<file path="src/rtl/ser_pkg.sv">
package ser_pkg;
  parameter int unsigned CHAR_W_DEF  = 10;
  parameter int unsigned LATENCY_DEF = 7;
  // Static levels of the line pair while looped back
  parameter logic LOOP_LINE_P = 1'b1;
endpackage

</file>
<file path="src/rtl/ser_char_capture.sv">
module ser_char_capture #(
  parameter int unsigned CHAR_W = 10
) (
  input  logic              clk_i,
  input  logic              rst_ni,
  input  logic              stb_i,
  input  logic [CHAR_W-1:0] char_i,
  output logic [CHAR_W-1:0] hold_o
);
  logic [CHAR_W-1:0] hold_q;

  always_ff @(posedge clk_i or negedge rst_ni) begin
    if (!rst_ni)    hold_q <= '0;
    else if (stb_i) hold_q <= char_i;
  end

  assign hold_o = hold_q;

  // the held character changes only after a strobe
  a_r2_hold_stable: assert property (@(posedge clk_i) disable iff (!rst_ni)
    !stb_i |=> $stable(hold_q));
endmodule

</file>
<file path="src/rtl/ser_frame_ctr.sv">
module ser_frame_ctr #(
  parameter int unsigned FRAME   = 10,
  parameter int unsigned LOAD_AT = 6
) (
  input  logic clk_i,
  input  logic rst_ni,
  input  logic stb_i,
  output logic load_o
);
  localparam int unsigned CNT_W = (FRAME > 1) ? $clog2(FRAME) : 1;
  localparam logic [CNT_W-1:0] LAST = CNT_W'(FRAME - 1);
  localparam logic [CNT_W-1:0] LOAD = CNT_W'(LOAD_AT);

  logic [CNT_W-1:0] cnt_q;

  always_ff @(posedge clk_i or negedge rst_ni) begin
    if (!rst_ni)            cnt_q <= '0;
    else if (stb_i)         cnt_q <= '0;
    else if (cnt_q == LAST) cnt_q <= '0;
    else                    cnt_q <= cnt_q + 1'b1;
  end

  assign load_o = (cnt_q == LOAD);

  // the phase never leaves the frame
  a_r5_phase_in_frame: assert property (@(posedge clk_i) disable iff (!rst_ni)
    cnt_q <= LAST);
endmodule

</file>
<file path="src/rtl/ser_shifter.sv">
module ser_shifter #(
  parameter int unsigned CHAR_W = 10
) (
  input  logic              clk_i,
  input  logic              rst_ni,
  input  logic              load_i,
  input  logic [CHAR_W-1:0] data_i,
  output logic              ser_o
);
  logic [CHAR_W-1:0] sh_q;

  always_ff @(posedge clk_i or negedge rst_ni) begin
    if (!rst_ni)     sh_q <= '0;
    else if (load_i) sh_q <= data_i;
    else             sh_q <= {1'b0, sh_q[CHAR_W-1:1]};
  end

  // Bit 0 leaves first
  assign ser_o = sh_q[0];
endmodule

</file>
<file path="src/rtl/ser_loop_tx.sv">
module ser_loop_tx #(
  parameter int unsigned CHAR_W  = ser_pkg::CHAR_W_DEF,
  parameter int unsigned LATENCY = ser_pkg::LATENCY_DEF
) (
  input  logic              clk_i,
  input  logic              rst_ni,
  input  logic              char_stb_i,
  input  logic [CHAR_W-1:0] char_i,
  input  logic              loop_en_i,
  output logic              line_p_o,
  output logic              line_n_o,
  output logic              loop_o
);
  // Edge that loads the shifter is LATENCY-1 edges after capture
  localparam int unsigned LOAD_AT = LATENCY - 1;

  logic [CHAR_W-1:0] hold;
  logic              load;
  logic              ser;

  ser_char_capture #(.CHAR_W(CHAR_W)) u_cap (
    .clk_i  (clk_i),
    .rst_ni (rst_ni),
    .stb_i  (char_stb_i),
    .char_i (char_i),
    .hold_o (hold)
  );

  ser_frame_ctr #(.FRAME(CHAR_W), .LOAD_AT(LOAD_AT)) u_ctr (
    .clk_i  (clk_i),
    .rst_ni (rst_ni),
    .stb_i  (char_stb_i),
    .load_o (load)
  );

  ser_shifter #(.CHAR_W(CHAR_W)) u_sh (
    .clk_i  (clk_i),
    .rst_ni (rst_ni),
    .load_i (load),
    .data_i (hold),
    .ser_o  (ser)
  );

  assign loop_o   = ser;
  assign line_p_o = loop_en_i ? ser_pkg::LOOP_LINE_P : ser;
  assign line_n_o = ~line_p_o;

  // first bit after a load is bit 0 of the held character
  a_r3_first_bit: assert property (@(posedge clk_i) disable iff (!rst_ni)
    $past(load) |-> loop_o == $past(hold[0]));

  // loopback output follows the line whenever the line is not parked
  a_r7_loop_tracks: assert property (@(posedge clk_i) disable iff (!rst_ni)
    !loop_en_i |-> loop_o == line_p_o);

  // the two legs are always complementary
  a_r8_legs_differ: assert property (@(posedge clk_i) disable iff (!rst_ni)
    line_p_o != line_n_o);

  // looped back means true leg high
  a_r6_line_parked: assert property (@(posedge clk_i) disable iff (!rst_ni)
    loop_en_i |-> line_p_o);
endmodule

</file>
<file path="config.mk">
export PLATFORM = sky130hd
export DESIGN_NAME = ser_loop_tx
export DESIGN_NICKNAME = d
export VERILOG_FILES = /design/src/rtl/ser_pkg.sv /design/src/rtl/ser_char_capture.sv /design/src/rtl/ser_frame_ctr.sv /design/src/rtl/ser_shifter.sv /design/src/rtl/ser_loop_tx.sv
export SDC_FILE = /design/constraint.sdc
export NUM_CORES = 1
export LEC_CHECK = 0
export ABC_AREA = 1
export ABC_CLOCK_PERIOD_IN_PS = 2600
export BUFFER_PORTS_ARGS = -buffer_cell sky130_fd_sc_hd__buf_4
export CAP_MARGIN = 20
export CORE_MARGIN = 8
export CORE_UTILIZATION = 30
export CTS_BUF_LIST = sky130_fd_sc_hd__clkbuf_8 sky130_fd_sc_hd__clkbuf_16
export DETAILED_ROUTE_END_ITERATION = 10
export PLACE_DENSITY_LB_ADDON = 0.05
export SLEW_MARGIN = 20
export SYNTH_ARGS = -nofsm -noshare
export SYNTH_HDL_FRONTEND = slang
export SYNTH_HIERARCHICAL = 1
export SYNTH_SLANG_ARGS = --single-unit
</file>
<file path="constraint.sdc">
create_clock -name clk_i -period 2.6 [get_ports clk_i]
set_input_delay 0.52 -clock clk_i [delete_from_list [all_inputs] [get_ports clk_i]]
set_output_delay 0.52 -clock clk_i [all_outputs]
set_load 0.005 [all_outputs]
</file>
==> flow_summary.yaml, run 1 <==
floorplan:
  die_area_mm2: 0.00525
  start_util_pct: 31.4
  pin_count: 17
  rows: 20
  core_mm2: 0.00305
  die_w_um: 72.5
  fp.dieH_um: 72.5
final_layout:
  final_cells: 173
  diodes: 0
  fin_nets: 144
  finalInstanceArea_mm2: 0.00116
  fin_util_pct: 38.2
  syn_to_final_growth_pct: 21.7
  drive_above_1_share_pct: 17.1
  fillCellCount: 324
routing:
  drc: 0
  wl_met1_um: 802
  dr.pass1.iters: 4
  vias: 713
  routed-wl-met3_um: 113
  ant_nets: 0
  routed.top_layer: "met4"
  wl_met2_um: 865
  routed_via_density: 4.12
  first_iter_violations: 37
  wirelength_um: 1800
  avgRoutedWirePerCell_um: 10.4
sta:
  setup_ws_ps: 1040
  relSlewSlack_pct: 56.1
  rsz0062_at_grt: "no"
  fin_crit_ps: 1560
  hold_ws_ps: 133
  period_share_pct: 60.1
  tightestPinTransition_ps: 656
  final-hold-violation-count: 0
  drv_slew: 0
  setup_viol: 0
  clock-skew-final_ps: 7.42
  finalSetupTns_ps: 0
  max_freq_ghz: 0.640
power_and_ir_drop:
  ir_worst_vdd_v: 0.000410
  power.density_mw_per_mm2: 617
  p_leak_nw: 0.656
  total_power_uw: 719
synth:
  synth_warnings: 6
  synth_area_per_cell_um2: 8.62
  synth.distinct_cells: 10
  synthCells: 111
  synth-seq-cells: 24
  yosysSeqAreaShare_pct: 62.7
  netlist_area_um2: 957
  syn_nets: 125
clocking:
  clk_path_buf_depth: 2
  cts_inserted_buffers: 3
  htree_levels: 1
  root_buffer: "clkbuf_8"
  cts_tree: "done"
  cts_resized: 0
  postCtsHoldBufs: 0
  clock_latency_ps: 260
  clock_sink_count: 24
  post_cts_buffers: 0
  clkSlewWorstSetupHoldPaths_ps: 80
worst_setup_path:
  required_ps: 2750
  path_class: "reg2reg"
  crit_fanout: 11
  arrival_ps: 1720
  critPathLaunchType: "register"
  regToRegStartpoint: "u_ctr/cnt_q[0]"
  critPathLaunch: "u_ctr/cnt_q[0]"
  critPathCaptureType: "register"
flow_run:
  drv_cap: 0
placement:
  dp_hpwl_um: 1290
  io_buffers: 16
  gp_congestion: 0.713
  dpl.cell_count: 169
  postPlaceCellArea_mm2: 0.00111
  place_ws_ps: 1010
grt:
  gr-total-overflow: 0
  grt_pass1_vias: 773
  grt_start_max_net_pins: 25
  grt_first_pass_wirelength_um: 3240
  grt_usage_pct: 7.80
  antenna_found_initial: 0
hold_path:
  min_path_type: "in2async"
outcome:
  outcome: "completed"
[worst paths after layout]
path | cells after the start | slack (ps) | end
max reg2reg | 6 | 1040 | u_sh/sh_q[7]
max in group asynchronous | 1 | 2220 | u_ctr/cnt_q[1]
min reg2reg | 2 | 440 | u_sh/sh_q[4]
max | 6 | 1040 | u_sh/sh_q[7]
min | 1 | 130 | u_sh/sh_q[1]
min in group clk_i | 2 | 440 | u_sh/sh_q[4]
[Yosys cell counts]
cell type  instances  area [um2]
inv_2              2        7.51
nand3_1            2        10.0
dfrtp_1           24         601
inv_1              6        22.5
nand2_1           64         240
xor2_1             1        8.76
buf_6              2        22.5
xnor2_1            1        8.76
nand4_1            1        6.26
nor2_1             8        30.0
[state kept, by name, summed over array words and instances, names as in the netlist]
register      count
u_cap/hold_o     10
u_ctr/cnt_q       4
u_sh/sh_q        10
[power breakdown]
| part | switching [mW] | total, mW | internal, mW |
|---|---|---|---|
| Combinational | 0.0322 | 0.0618 | 0.0296 |
| Sequential | 0.0148 | 0.410 | 0.395 |
| Clock | 0.112 | 0.247 | 0.135 |
[per-layer routing]
layer	vias up	global-route usage, %
met5	-	0
met1	327	8.58
met4	0	2.00
met2	18	13.1
met3	2	3.72
li1	366	-
[cell families after synthesis]
| group | share of synthesized area, % |
|---|---|
| xor+xnor | 1.83 |
| buf+inv | 5.49 |
| flops | 62.7 |
| simple gates | 29.9 |
[layout by cell type (no fill, tap or decap)]
cell / n
buf_4: 16
clkbuf_8: 4
dfrtp_1: 24
inv_1: 6
inv_2: 2
nand2_1: 64
nand3_1: 2
nand4_1: 1
nor2_1: 8
xnor2_1: 1
xor2_1: 1
[critical path: stages (launching register included)]
cell     delay (ps)
dfrtp_1         440
inv_1            90
nand3_1          60
nor2_1          510
inv_2           200
nand2_1         100
nand2_1          50
[cell type report]
cell class	count	area [um2]	share of cell area, %
clock buffers	4	55.1	4.73
inverters	8	30.0	2.58
multi-input cells	77	304	26.1
flip-flops and latches	24	601	51.6
well taps	44	55.1	4.73
repair buffers	16	120	10.3
Power figures use the tool's default switching activity.
==> inputs of run 2 (changes only) <==
ABC_CLOCK_PERIOD_IN_PS = 1300   (was 2600)
clock period = 1.3 ns   (was 2.6 ns; I/O delays follow)
==> flow_summary.yaml, run 2 (same netlist as run 1, synthesis figures left out) <==
grt:
  antenna_found_initial: 0
  grt_pass1_vias: 747
  grt_start_max_net_pins: 25
  gr-total-overflow: 0
  grt_usage_pct: 8.42
  grt_first_pass_wirelength_um: 3410
sta:
  final-hold-violation-count: 0
  max_freq_ghz: 0.883
  finalSetupTns_ps: 0
  relSlewSlack_pct: 79.5
  period_share_pct: 87.1
  rsz0062_at_grt: "no"
  fin_crit_ps: 1130
  clock-skew-final_ps: 1.93
  drv_slew: 0
  tightestPinTransition_ps: 308
  setup_ws_ps: 167
  setup_viol: 0
placement:
  gp_congestion: 0.730
  dpl.cell_count: 170
  dp_hpwl_um: 1270
  io_buffers: 16
  place_ws_ps: 167
final_layout:
  fin_nets: 146
  drive_above_1_share_pct: 16.9
  fillCellCount: 337
  diodes: 0
  ff_latch_area_um2: 601
  syn_to_final_growth_pct: 22.1
  final_common_cell: "nand2_1"
  fin_util_pct: 38.3
  final_cells: 174
  final_cell_mix: "64 x nand2_1, 24 x dfrtp_1, 17 x buf_4, 8 x nor2_1, 6 x inv_1"
  multi_input_area_um2: 304
floorplan:
  rows: 20
  start_util_pct: 31.4
  die_area_mm2: 0.00525
  core_mm2: 0.00305
  die_w_um: 72.5
  pin_count: 17
  fp.dieH_um: 72.5
clocking:
  clk_path_buf_depth: 2
  cts_tree: "done"
  clock_latency_ps: 260
  root_buffer: "clkbuf_8"
  clock_sink_count: 24
  cts_inserted_buffers: 3
  clkSlewWorstSetupHoldPaths_ps: 80
  htree_levels: 1
power_and_ir_drop:
  total_power_mw: 1.37
  ir_worst_vdd_v: 0.000376
  power.density_mw_per_mm2: 1170
  p_leak_nw: 0.658
worst_setup_path:
  crit_slowest_cell: "dfrtp_1"
  worst-r2r-setup-slack_ps: 170
  required_ps: 1500
  crit_fanout: 10
  path_class: "reg2reg"
  cp_common_cell: "nand2_1"
  cp_top_family: "flip-flops"
  critPathLaunchType: "register"
  critPathCaptureType: "register"
  path_cells: "inv_1 -> nand3_1 -> nor2_1 -> buf_4 -> nand2_1 -> nand2_1"
  crit_buf_inv: 2
  slowest_delay_ps: 450
  arrival_ps: 1330
routing:
  dr.pass1.iters: 2
  vias: 717
  wirelength_um: 1810
  drc: 0
  avgRoutedWirePerCell_um: 10.4
  ant_nets: 0
  routed_via_density: 4.12
  first_iter_violations: 39
flow_run:
  drv_cap: 0
outcome:
  outcome: "completed"
hold_path:
  min_path_type: "in2reg"
-- run 2: cell count changes in the layout (fill, tap and decap cells not counted), sizes merged --
cell	before	now
buf	16	17
clkbuf	4	3
dlygate4sd3	0	1
-- run 2: cell type report --
cell class | instances | share of cell area [%]
Multi-Input combinational cell | 77 | 26.0
Inverter | 8 | 2.57
Tap cell | 44 | 4.71
Timing Repair Buffer | 18 | 11.8
Sequential cell | 24 | 51.4
Clock buffer | 3 | 3.53
-- run 2: per-layer routing --
layer,GRT usage (%),vias up,share of wire [%]
li1,-,368,-
met1,10.3,329,48
met2,12.7,15,45
met3,2.75,5,4.7
met4,4.67,0,1.9
met5,0,-,0
-- run 2: worst paths after layout --
path	startpoint	to	cells past startpoint
max reg2reg	u_ctr/cnt_q[0]	u_sh/sh_q[3]	6
max	u_ctr/cnt_q[0]	u_sh/sh_q[3]	6
min reg2reg	u_sh/sh_q[2]	u_sh/sh_q[1]	2
min in group asynchronous	rst_ni	u_sh/sh_q[0]	2
max in group asynchronous	rst_ni	u_cap/hold_o[3]	2
min	char_i[8]	u_cap/hold_o[8]	3
-- run 2: worst min-delay path: stages --
cell and delay, ps:
buf_4 70, nand2_1 40, nand2_1 50
-- run 2: where the power goes --
part           total (mW)  switching [mW]  internal (mW)
clock network       0.421           0.214          0.207
logic               0.126          0.0644         0.0617
registers           0.821          0.0304          0.791
-- run 2: metrics by stage --
step,cell area (um2),hold WS (ps)
after global routing,1170,205
after floorplan,957,-35.6
final,1170,195
after detailed placement,1120,179
after global placement,1120,183
after CTS,1170,187
-- run 2: what timing repair did --
action,in CTS,in global routing
hold endpoints to repair,24,0
hold buffers,1,0
setup buffers,0,0
gates resized for setup,0,0
